--- config.mk ---
export PLATFORM = sky130hd
export DESIGN_NAME = alu_part_top
export DESIGN_NICKNAME = d
export VERILOG_FILES = /design/src/rtl/alu_part_pkg.sv /design/src/rtl/alu_xfer_unit.sv /design/src/rtl/alu_logic_unit.sv /design/src/rtl/alu_shift_unit.sv /design/src/rtl/alu_addsub_unit.sv /design/src/rtl/alu_part_top.sv
export SDC_FILE = /design/constraint.sdc
export NUM_CORES = 1
export LEC_CHECK = 0
export BUFFER_PORTS_ARGS = -buffer_cell sky130_fd_sc_hd__buf_2
export CAP_MARGIN = 25
export CORE_MARGIN = 2
export CORE_UTILIZATION = 40
export CTS_BUF_LIST = sky130_fd_sc_hd__clkbuf_8
export DETAILED_ROUTE_END_ITERATION = 8
export SLEW_MARGIN = 20
export SYNTH_ARGS = -nofsm -noshare
export SYNTH_HDL_FRONTEND = slang
export SYNTH_SLANG_ARGS = --single-unit
--- constraint.sdc ---
create_clock -name clk -period 18.2 [get_ports clk]
set_input_delay 0.91 -clock clk [delete_from_list [all_inputs] [get_ports clk]]
set_output_delay 0.91 -clock clk [all_outputs]
set_load 0.02 [all_outputs]
--- src/rtl/alu_part_pkg.sv ---
// Shared definitions for the partitioned ALU.
// Assumes: the operation code is exactly 3 bits wide.
package alu_part_pkg;

    typedef enum logic [2:0] {
        OP_PASS = 3'b000,
        OP_NOT  = 3'b001,
        OP_AND  = 3'b010,
        OP_OR   = 3'b011,
        OP_XOR  = 3'b100,
        OP_ADD  = 3'b101,
        OP_SUB  = 3'b110,
        OP_SLL1 = 3'b111
    } alu_op_e;

    typedef enum logic [1:0] {
        LG_AND = 2'd0,
        LG_OR  = 2'd1,
        LG_XOR = 2'd2
    } logic_fn_e;

endpackage

--- src/rtl/alu_xfer_unit.sv ---
// Transfer/complement sub-unit: passes operand A, or its complement, through.
// Assumes: only the first operand bus matters; there is no second input at all.
module alu_xfer_unit #(
    parameter int W = 32
) (
    input  logic [W-1:0] a,
    input  logic         invert,
    output logic [W-1:0] y
);
    // one controlled inverter per bit
    for (genvar i = 0; i < W; i++) begin : g_bit
        assign y[i] = a[i] ^ invert;
    end
endmodule

--- src/rtl/alu_logic_unit.sv ---
// Bitwise logic sub-unit: AND, OR or XOR of the two operands.
// Assumes: the function code is one of the three defined encodings.
module alu_logic_unit
    import alu_part_pkg::*;
#(
    parameter int W = 32
) (
    input  logic [W-1:0] a,
    input  logic [W-1:0] b,
    input  logic_fn_e    fn,
    output logic [W-1:0] y
);
    // choose the bitwise function
    always_comb begin
        unique case (fn)
            LG_AND:  y = a & b;
            LG_OR:   y = a | b;
            default: y = a ^ b;
        endcase
    end
endmodule

--- src/rtl/alu_shift_unit.sv ---
// Shift sub-unit: fixed left shift of A by one place, filled with zero.
// Assumes: W >= 2; the bit leaving the top is discarded.
module alu_shift_unit #(
    parameter int W = 32
) (
    input  logic [W-1:0] a,
    output logic [W-1:0] y
);
    assign y[0] = 1'b0;
    // rewire each bit up by one place
    for (genvar i = 1; i < W; i++) begin : g_bit
        assign y[i] = a[i-1];
    end
endmodule

--- src/rtl/alu_addsub_unit.sv ---
// Add/subtract sub-unit: a ripple chain of full adders. When sub is set, B is
// inverted bit by bit and sub enters as the carry-in, giving A + ~B + 1.
// Assumes: W >= 2; the carries into and out of the top bit are both brought out.
module alu_addsub_unit #(
    parameter int W = 32
) (
    input  logic [W-1:0] a,
    input  logic [W-1:0] b,
    input  logic         sub,
    output logic [W-1:0] sum,
    output logic         cout,
    output logic         cin_msb
);
    logic [W:0] c;
    assign c[0] = sub;

    // one full adder per bit, B conditionally inverted
    for (genvar i = 0; i < W; i++) begin : g_fa
        logic bx;
        assign bx     = b[i] ^ sub;
        assign sum[i] = a[i] ^ bx ^ c[i];
        assign c[i+1] = (a[i] & bx) | (a[i] & c[i]) | (bx & c[i]);
    end

    assign cout    = c[W];
    assign cin_msb = c[W-1];
endmodule

--- src/rtl/alu_part_top.sv ---
// Partitioned ALU top: four sub-units feed a result select. The result, the
// flags and the immediate helper outputs are registered with a synchronous
// active-low reset.
// Assumes: W > IMM_W; carry and overflow mean something only for add/subtract.
module alu_part_top
    import alu_part_pkg::*;
#(
    parameter int W     = 32,
    parameter int IMM_W = 16
) (
    input  logic             clk,
    input  logic             rst_n,
    input  logic [W-1:0]     opa,
    input  logic [W-1:0]     opb,
    input  logic [2:0]       op,
    input  logic [IMM_W-1:0] imm,
    output logic [W-1:0]     result,
    output logic             carry,
    output logic             ovf,
    output logic             zero,
    output logic [W-1:0]     imm_sext,
    output logic [W-1:0]     imm_addr
);
    localparam int EXT_W     = W - IMM_W;
    localparam int ADDR_SHFT = 2;

    alu_op_e   op_e;
    logic_fn_e lg_fn;
    logic      is_arith;
    logic      is_sub;
    logic [W-1:0] y_xfer, y_logic, y_shift, y_sum;
    logic         a_cout, a_cin_msb;
    logic [W-1:0] nxt_result;
    logic [W-1:0] nxt_sext, nxt_addr;

    assign op_e     = alu_op_e'(op);
    assign is_sub   = (op_e == OP_SUB);
    assign is_arith = (op_e == OP_ADD) || (op_e == OP_SUB);

    // map the operation code to a logic-unit function
    always_comb begin
        unique case (op_e)
            OP_AND:  lg_fn = LG_AND;
            OP_OR:   lg_fn = LG_OR;
            default: lg_fn = LG_XOR;
        endcase
    end

    alu_xfer_unit #(.W(W)) u_xfer (
        .a(opa), .invert(op_e == OP_NOT), .y(y_xfer)
    );

    alu_logic_unit #(.W(W)) u_logic (
        .a(opa), .b(opb), .fn(lg_fn), .y(y_logic)
    );

    alu_shift_unit #(.W(W)) u_shift (
        .a(opa), .y(y_shift)
    );

    alu_addsub_unit #(.W(W)) u_addsub (
        .a(opa), .b(opb), .sub(is_sub),
        .sum(y_sum), .cout(a_cout), .cin_msb(a_cin_msb)
    );

    // result select: exactly one sub-unit reaches the output
    always_comb begin
        unique case (op_e)
            OP_PASS, OP_NOT:        nxt_result = y_xfer;
            OP_AND, OP_OR, OP_XOR:  nxt_result = y_logic;
            OP_ADD, OP_SUB:         nxt_result = y_sum;
            default:                nxt_result = y_shift;
        endcase
    end

    // address-operand helper: sign extension, then a fixed two-place rewire
    assign nxt_sext = {{EXT_W{imm[IMM_W-1]}}, imm};
    assign nxt_addr = {nxt_sext[W-1-ADDR_SHFT:0], {ADDR_SHFT{1'b0}}};

    // output register with synchronous active-low reset
    always_ff @(posedge clk) begin
        if (!rst_n) begin
            result   <= '0;
            carry    <= 1'b0;
            ovf      <= 1'b0;
            zero     <= 1'b0;
            imm_sext <= '0;
            imm_addr <= '0;
        end else begin
            result   <= nxt_result;
            carry    <= is_arith & a_cout;
            ovf      <= is_arith & (a_cout ^ a_cin_msb);
            zero     <= ~|nxt_result;
            imm_sext <= nxt_sext;
            imm_addr <= nxt_addr;
        end
    end
endmodule

==> impl_summary.txt, run 1 <==
----------------------------------------------------
[CTS]
  Clock buffer count from CTS ... 5
  Total of hold buffers inserted after clock tree synthesis ... 0
  Post_cts resized ... 0
  Clk pin slew, worst setup/hold paths ... approximately 100 ps
  Cell at the root of the clock tree ... sky130_fd_sc_hd__clkbuf_8
  Clock tree from TritonCTS ... yes
  Clock Tree Buf Depth ... 2
  Setup repair bufs after CTS ... 0
  Count of H-tree levels built during CTS ... 2
  Sink count of the clock tree ... 51

[Synth]
  Most numerous cell in the Yosys netlist ... sky130_fd_sc_hd__inv_1
  Synth top area share ... 16.6%
  Number of synthesized register bits ... 51
  Gate count of the mapped netlist ... around 700
  Flip-flop cell with the highest count after synthesis ... sky130_fd_sc_hd__dfxtp_1
  Synthesized-area fraction occupied by adder cells ... between 20 and 25%
  Cell type with the largest total area after synthesis ... sky130_fd_sc_hd__dfxtp_1
  Fraction of synthesis flops using an asynchronous set or reset pin ... 0%
  Post-synthesis share of cell area spent on and, or, nand and nor gates ... 11.8%
  Post-synthesis cell type count ... 50
  Post-synth EDFFs ... 0
  Share of the yosys chip area belonging to registers ... 16.6%
  Synthesis warning total ... 0
  Mux cell area share after synthesis ... between 10 and 15%
  Compound-gate portion of the synthesized area ... about an eighth
  Commonest cells in the synthesized netlist ... 68 x sky130_fd_sc_hd__inv_1, 64 x sky130_fd_sc_hd__ha_1, 52 x sky130_fd_sc_hd__buf_4
  Xor/xnor cell area share of the yosys netlist ... under 10%
  Leading cell types by total area after synthesis ... sky130_fd_sc_hd__dfxtp_1 17%, sky130_fd_sc_hd__ha_1 13%, sky130_fd_sc_hd__fa_1 10%
  Cell area after synthesis ... 6150 um2
  Mean instance size in the synthesized netlist ... 8.71 um2
  Combinational family with the most area after synthesis ... adder cells

[Setup path]
  Slowest stage delay, CP ... 610 ps
  Critical setup path kind ... in2reg
  Critical path capture point type ... register
  CP arrival ... between 15000 and 20000 ps
  CP max FO ... just over 100
  Crit path buffers/inverters ... 3
  Worst setup SP type ... input port
  Cell class contributing the biggest share of worst-path delay ... adder cells
  Most common cell type on the critical path ... sky130_fd_sc_hd__fa_1
  Crit. Startpoint ... op[0]
  CP max-delay cell ... sky130_fd_sc_hd__buf_6
  Critical path required time ... 18460 ps

[STA]
  Fin crit share ... 89.5%
  RSZ-0062 raised after global routing ... no
  Number of pins exceeding their max-slew limit in the final report ... 0
  Post-layout worst setup margin ... 1910 ps
  Final setup viols ... 0
  Total negative setup slack ... 0 ps
  Worst-Margin Slew ... 975 ps
  Headroom to the max-slew limit ... about a third
  Period minus WS final ... 16290 ps
  Number of hold violations in the final report ... 0
  Maximum clock frequency ... about 61 MHz

[Global routing]
  Via count of the first global-routing pass ... approximately 4.9k
  Aggregate global routing overflow ... 0
  Initial antenna violation count ... 0
  First-pass GRT wire length ... 26600 um
  Largest net degree at the start of global routing ... approximately 100
  GRT Util Overall ... between 20% and 30%

[Flow run]
  Count of max-cap constraint violations ... 0

[Layout]
  Fraction of final layout cells with drive strength greater than 1 ... 27.5%
  Area overhead of the layout relative to synthesis ... 10.3%
  Post-layout nets ... 987
  Fill cell instance count of the final layout ... around 1.6k
  Number of diodes added for antenna fixing ... 0

[Routing]
  Routed wire length ... 17100 um
  Drt via density ... 5.16
  Total DRC errors in the routed layout ... 0
  Remaining antenna violation count ... 0
  Routed len/inst ... 17.2 um
  First-pass DRT Iterations ... 5
  Via count ... 5132
  Initial DRC count ... between 300 and 400

[Min path]
  Cell depth of the worst min-delay path ... 2
  Hold Crit Start ... imm[14]
  Sink of the worst hold path ... imm_addr[16]
  Path type of the worst min-delay path ... in2reg

[Power and ir drop]
  Power per unit of standard cell area ... 58.5 nW/um2
  Worst voltage drop across the vdd grid ... between 0.03 and 0.04 mV
  Static leakage power ... between 0.003 and 0.004 uW

[Floorplanning]
  Die area ... 16400 um2
  Starting density of the core ... 40.8%
  Core region area ... 15100 um2
  DIE HEIGHT ... 128 um
  Number of ports placed on the die boundary ... 184
  Count of standard-cell rows ... 45
  Floorplan die width ... approximately 130 um

[Status]
  Run status ... complete, no violations

[Placed design]
  Weighted congestion at the end of routability-driven global placement ... 0.829
  Input/output buffers ... ~180
  Detailed placer's ending HPWL ... 13000 um
  Worst slack at placement ... 1610 ps

----------------------------------------------------
[power by group]
group / total, uW / switching (uW) / internal, uW / leakage, uW
logic: 204 / 119 / 84.7 / 0.00290
clock network: 68.8 / 42.3 / 26.4 / 0.0000440
registers: 125 / 3.14 / 122 / 0.000424
total: 397 / 164 / 233 / 0.00337
[cells by family after synthesis]
| family | count (synthesis) |
|---|---|
| compound gates | 129 |
| other cells | 1 |
| buf+inv | 161 |
| xor+xnor | 65 |
| fa+ha+maj | 95 |
| mux | 58 |
| simple gates | 146 |
| flops | 51 |
[cells in the final DEF (no fill, tap or decap), types with 16 or more instances in the layout]
cell | Yosys | routed
sky130_fd_sc_hd__ha_1 | 64 | 64
sky130_fd_sc_hd__xnor2_1 | 48 | 48
sky130_fd_sc_hd__and2_1 | 29 | 29
sky130_fd_sc_hd__a21oi_1 | 29 | 29
sky130_fd_sc_hd__fa_1 | 31 | 31
sky130_fd_sc_hd__nor2_1 | 41 | 41
sky130_fd_sc_hd__buf_2 | 13 | 180
sky130_fd_sc_hd__xor2_1 | 17 | 17
sky130_fd_sc_hd__o21ai_0 | 33 | 33
sky130_fd_sc_hd__o22ai_1 | 16 | 16
sky130_fd_sc_hd__inv_1 | 68 | 68
sky130_fd_sc_hd__nand2_1 | 32 | 31
sky130_fd_sc_hd__mux2i_1 | 34 | 34
sky130_fd_sc_hd__dfxtp_1 | 51 | 51
[flip-flops by register name (all words and copies together) (netlist names)]
register and cells:
imm_addr 16, result 32, zero 1, carry 1
ovf 1
[stage by stage]
step                hold WS (ps)  area [um2]  utilization, %  std cells  power [uW]
finish                       778        6790            45.0        995         397
global route                 757        6790            45.0        995         427
CTS                          759        6790            45.0        995         401
detailed placement          1120        6700            44.4        988         330
global placement            1120        6700            44.4        988         329
floorplan                   1040        6150               -        707         275
[how the worst max path moves through the flow]
stage,endpoint,depth (start not counted)
6_report,zero,40
5_1_grt,zero,40
4_1_cts,zero,40
3_5_place_dp,zero,40
3_3_place_gp,zero,40
2_1_floorplan,zero,43
[routing by layer]
layer | up-vias | part of all wire [%] | wire, um | GRT usage [%]
li1 | 2516 | - | - | -
met2 | 186 | 47 | 8090 | 35.6
met3 | 23 | 5.4 | 924 | 2.59
met4 | 0 | 2.1 | 350 | 7.11
met1 | 2407 | 45 | 7710 | 28.0
met5 | - | 0 | 0 | 0
[layout make-up]
type / count / area, um2 / area share (%)
timing repair buffer: 185 / 942 / 13.9
inverter: 69 / 259 / 3.82
clock inverter: 2 / 13.8 / 0.203
tap: 188 / 235 / 3.47
clock buffer: 5 / 68.8 / 1.01
multi-input combinational: 495 / 4250 / 62.6
sequential: 51 / 1020 / 15.0
(Power assumes the default switching activity.)
==> inputs of run 2 (changes only) <==
MAX_ROUTING_LAYER = met4   (was unset)
==> run 2 against run 1 <==
Combinational power barely moved. Sequential power barely moved. Sequential cell count did not move. Non-clock buffer count did not move. Hold slack got worse by 2.9 ps.
==> impl_summary.txt, run 2 (synthesis gave the netlist of run 1 again) <==
----------------------------------------------------
[Status]
  Run status ... complete, no violations

[Setup path]
  Critical setup path kind ... in2reg
  Critical path required time ... between 15000 and 20000 ps
  Slowest stage delay, CP ... 620 ps
  Most common cell type on the critical path ... sky130_fd_sc_hd__fa_1
  Crit. Startpoint ... op[0]
  CP arrival ... 16550 ps
  CP max FO ... 102
  Critical path capture point type ... register
  CP max-delay cell ... sky130_fd_sc_hd__buf_6
  Worst setup SP type ... input port

[STA]
  Period minus WS final ... around 16000 ps
  Hold WS ... a little under 800 ps
  Number of hold violations in the final report ... 0
  Final setup viols ... 0
  Number of pins exceeding their max-slew limit in the final report ... 0
  RSZ-0062 raised after global routing ... no
  Headroom to the max-slew limit ... 36.2%
  Worst-Margin Slew ... 954 ps
  Fin crit share ... 89.5%
  Maximum clock frequency ... 61.4 MHz
  Total negative setup slack ... 0 ps

[Power and ir drop]
  Static leakage power ... roughly 0.0034 uW
  Total chip power ... 398 uW
  Power per unit of standard cell area ... about 60 nW/um2
  Worst voltage drop across the vdd grid ... about 0.031 mV

[Min path]
  Path type of the worst min-delay path ... in2reg
  Hold Crit Start ... imm[14]

[Floorplanning]
  Floorplan die width ... 128 um
  Die area ... 16400 um2
  Count of standard-cell rows ... 45
  Core region area ... 15100 um2
  DIE HEIGHT ... 128 um
  Number of ports placed on the die boundary ... about 180
  Starting density of the core ... 40.8%

[CTS]
  Count of H-tree levels built during CTS ... 2
  Clock tree from TritonCTS ... yes
  Total of hold buffers inserted after clock tree synthesis ... 0
  Clk pin slew, worst setup/hold paths ... 100 ps
  Cell at the root of the clock tree ... sky130_fd_sc_hd__clkbuf_8
  Clock buffer count from CTS ... 5
  Post_cts resized ... 0
  Sink count of the clock tree ... 51
  Setup repair bufs after CTS ... 0
  Clock Tree Buf Depth ... 2

[Global routing]
  Largest net degree at the start of global routing ... 103
  First-pass GRT wire length ... around 27000 um
  GRT Util Overall ... between 20% and 30%
  Initial antenna violation count ... 0
  Aggregate global routing overflow ... 0
  Via count of the first global-routing pass ... 4858

[Layout]
  Number of flip-flops under the largest register name ... 32
  Largest register by flop count ... result
  Post-layout nets ... 987
  Most frequent standard cell in the layout excluding fill and tap cells ... sky130_fd_sc_hd__buf_2
  Top library cells by usage in the layout, fill and taps aside ... 180 x sky130_fd_sc_hd__buf_2, 68 x sky130_fd_sc_hd__inv_1, 64 x sky130_fd_sc_hd__ha_1
  Number of diodes added for antenna fixing ... 0
  Fraction of final layout cells with drive strength greater than 1 ... 27.5%
  Number of standard cells in the final layout excluding fillers ... 995
  Area overhead of the layout relative to synthesis ... 10.3%
  Largest registers ranked by flip-flop count ... result: 32 flops, imm_addr: 16 flops

[Placed design]
  Placed cell count ... 988
  Detailed placer's ending HPWL ... ~13000 um
  Weighted congestion at the end of routability-driven global placement ... 0.841
  Input/output buffers ... 181

[Routing]
  Drt via density ... 5.17
  Routed len/inst ... between 15 and 20 um
  Initial DRC count ... around 280
  Remaining antenna violation count ... 0
  Total DRC errors in the routed layout ... 0
  First-pass DRT Iterations ... 5
  Routed wire length ... 17100 um
  Via count ... roughly 5.1k

[Flow run]
  Count of max-cap constraint violations ... 0

----------------------------------------------------
==> run 2: where the power goes <==
group | switching [uW] | internal, uW
sequential | 3.16 | 122
combinational | 119 | 84.7
clock | 42.6 | 26.4
total | 165 | 233
==> run 2: cell type report <==
cell class / count / area [um2]
Fill cell: 1556 / 8300
Multi-Input combinational cell: 495 / 4250
Sequential cell: 51 / 1020
Timing Repair Buffer: 185 / 942
Inverter: 69 / 259
Tap cell: 188 / 235
Clock buffer: 5 / 68.8
Clock inverter: 2 / 13.8
==> run 2: metal layers <==
layer,up-vias,GRT usage (%),wire length (um)
met5,-,-,0
met4,0,7.11,296
met3,15,2.55,959
met2,185,35.6,8190
met1,2423,28.0,7620
li1,2521,-,-
==> run 2: critical path: cells and delay by family <==
kind	cells	cell delay (ps)
AO/OA/AOI/OAI	1	190
XOR/XNOR	1	150
adder cells (fa/ha/maj)	30	13110
buffers and inverters	3	1240
multiplexers	1	140
AND/OR/NAND/NOR	4	790
==> run 2: final timing paths <==
check,to,depth (start not counted)
worst max-delay path,zero,40
worst min-delay path,imm_addr[16],2
==> run 2: through the flow <==
step                      area (um2)  worst slack (ps)  utilization, %
after CTS                       6790              1880            45.0
final                           6790              1910            45.0
after floorplan                 6150              2160               -
after global placement          6700              1680            44.4
after global routing            6790              1280            45.0
after detailed placement        6700              1610            44.4
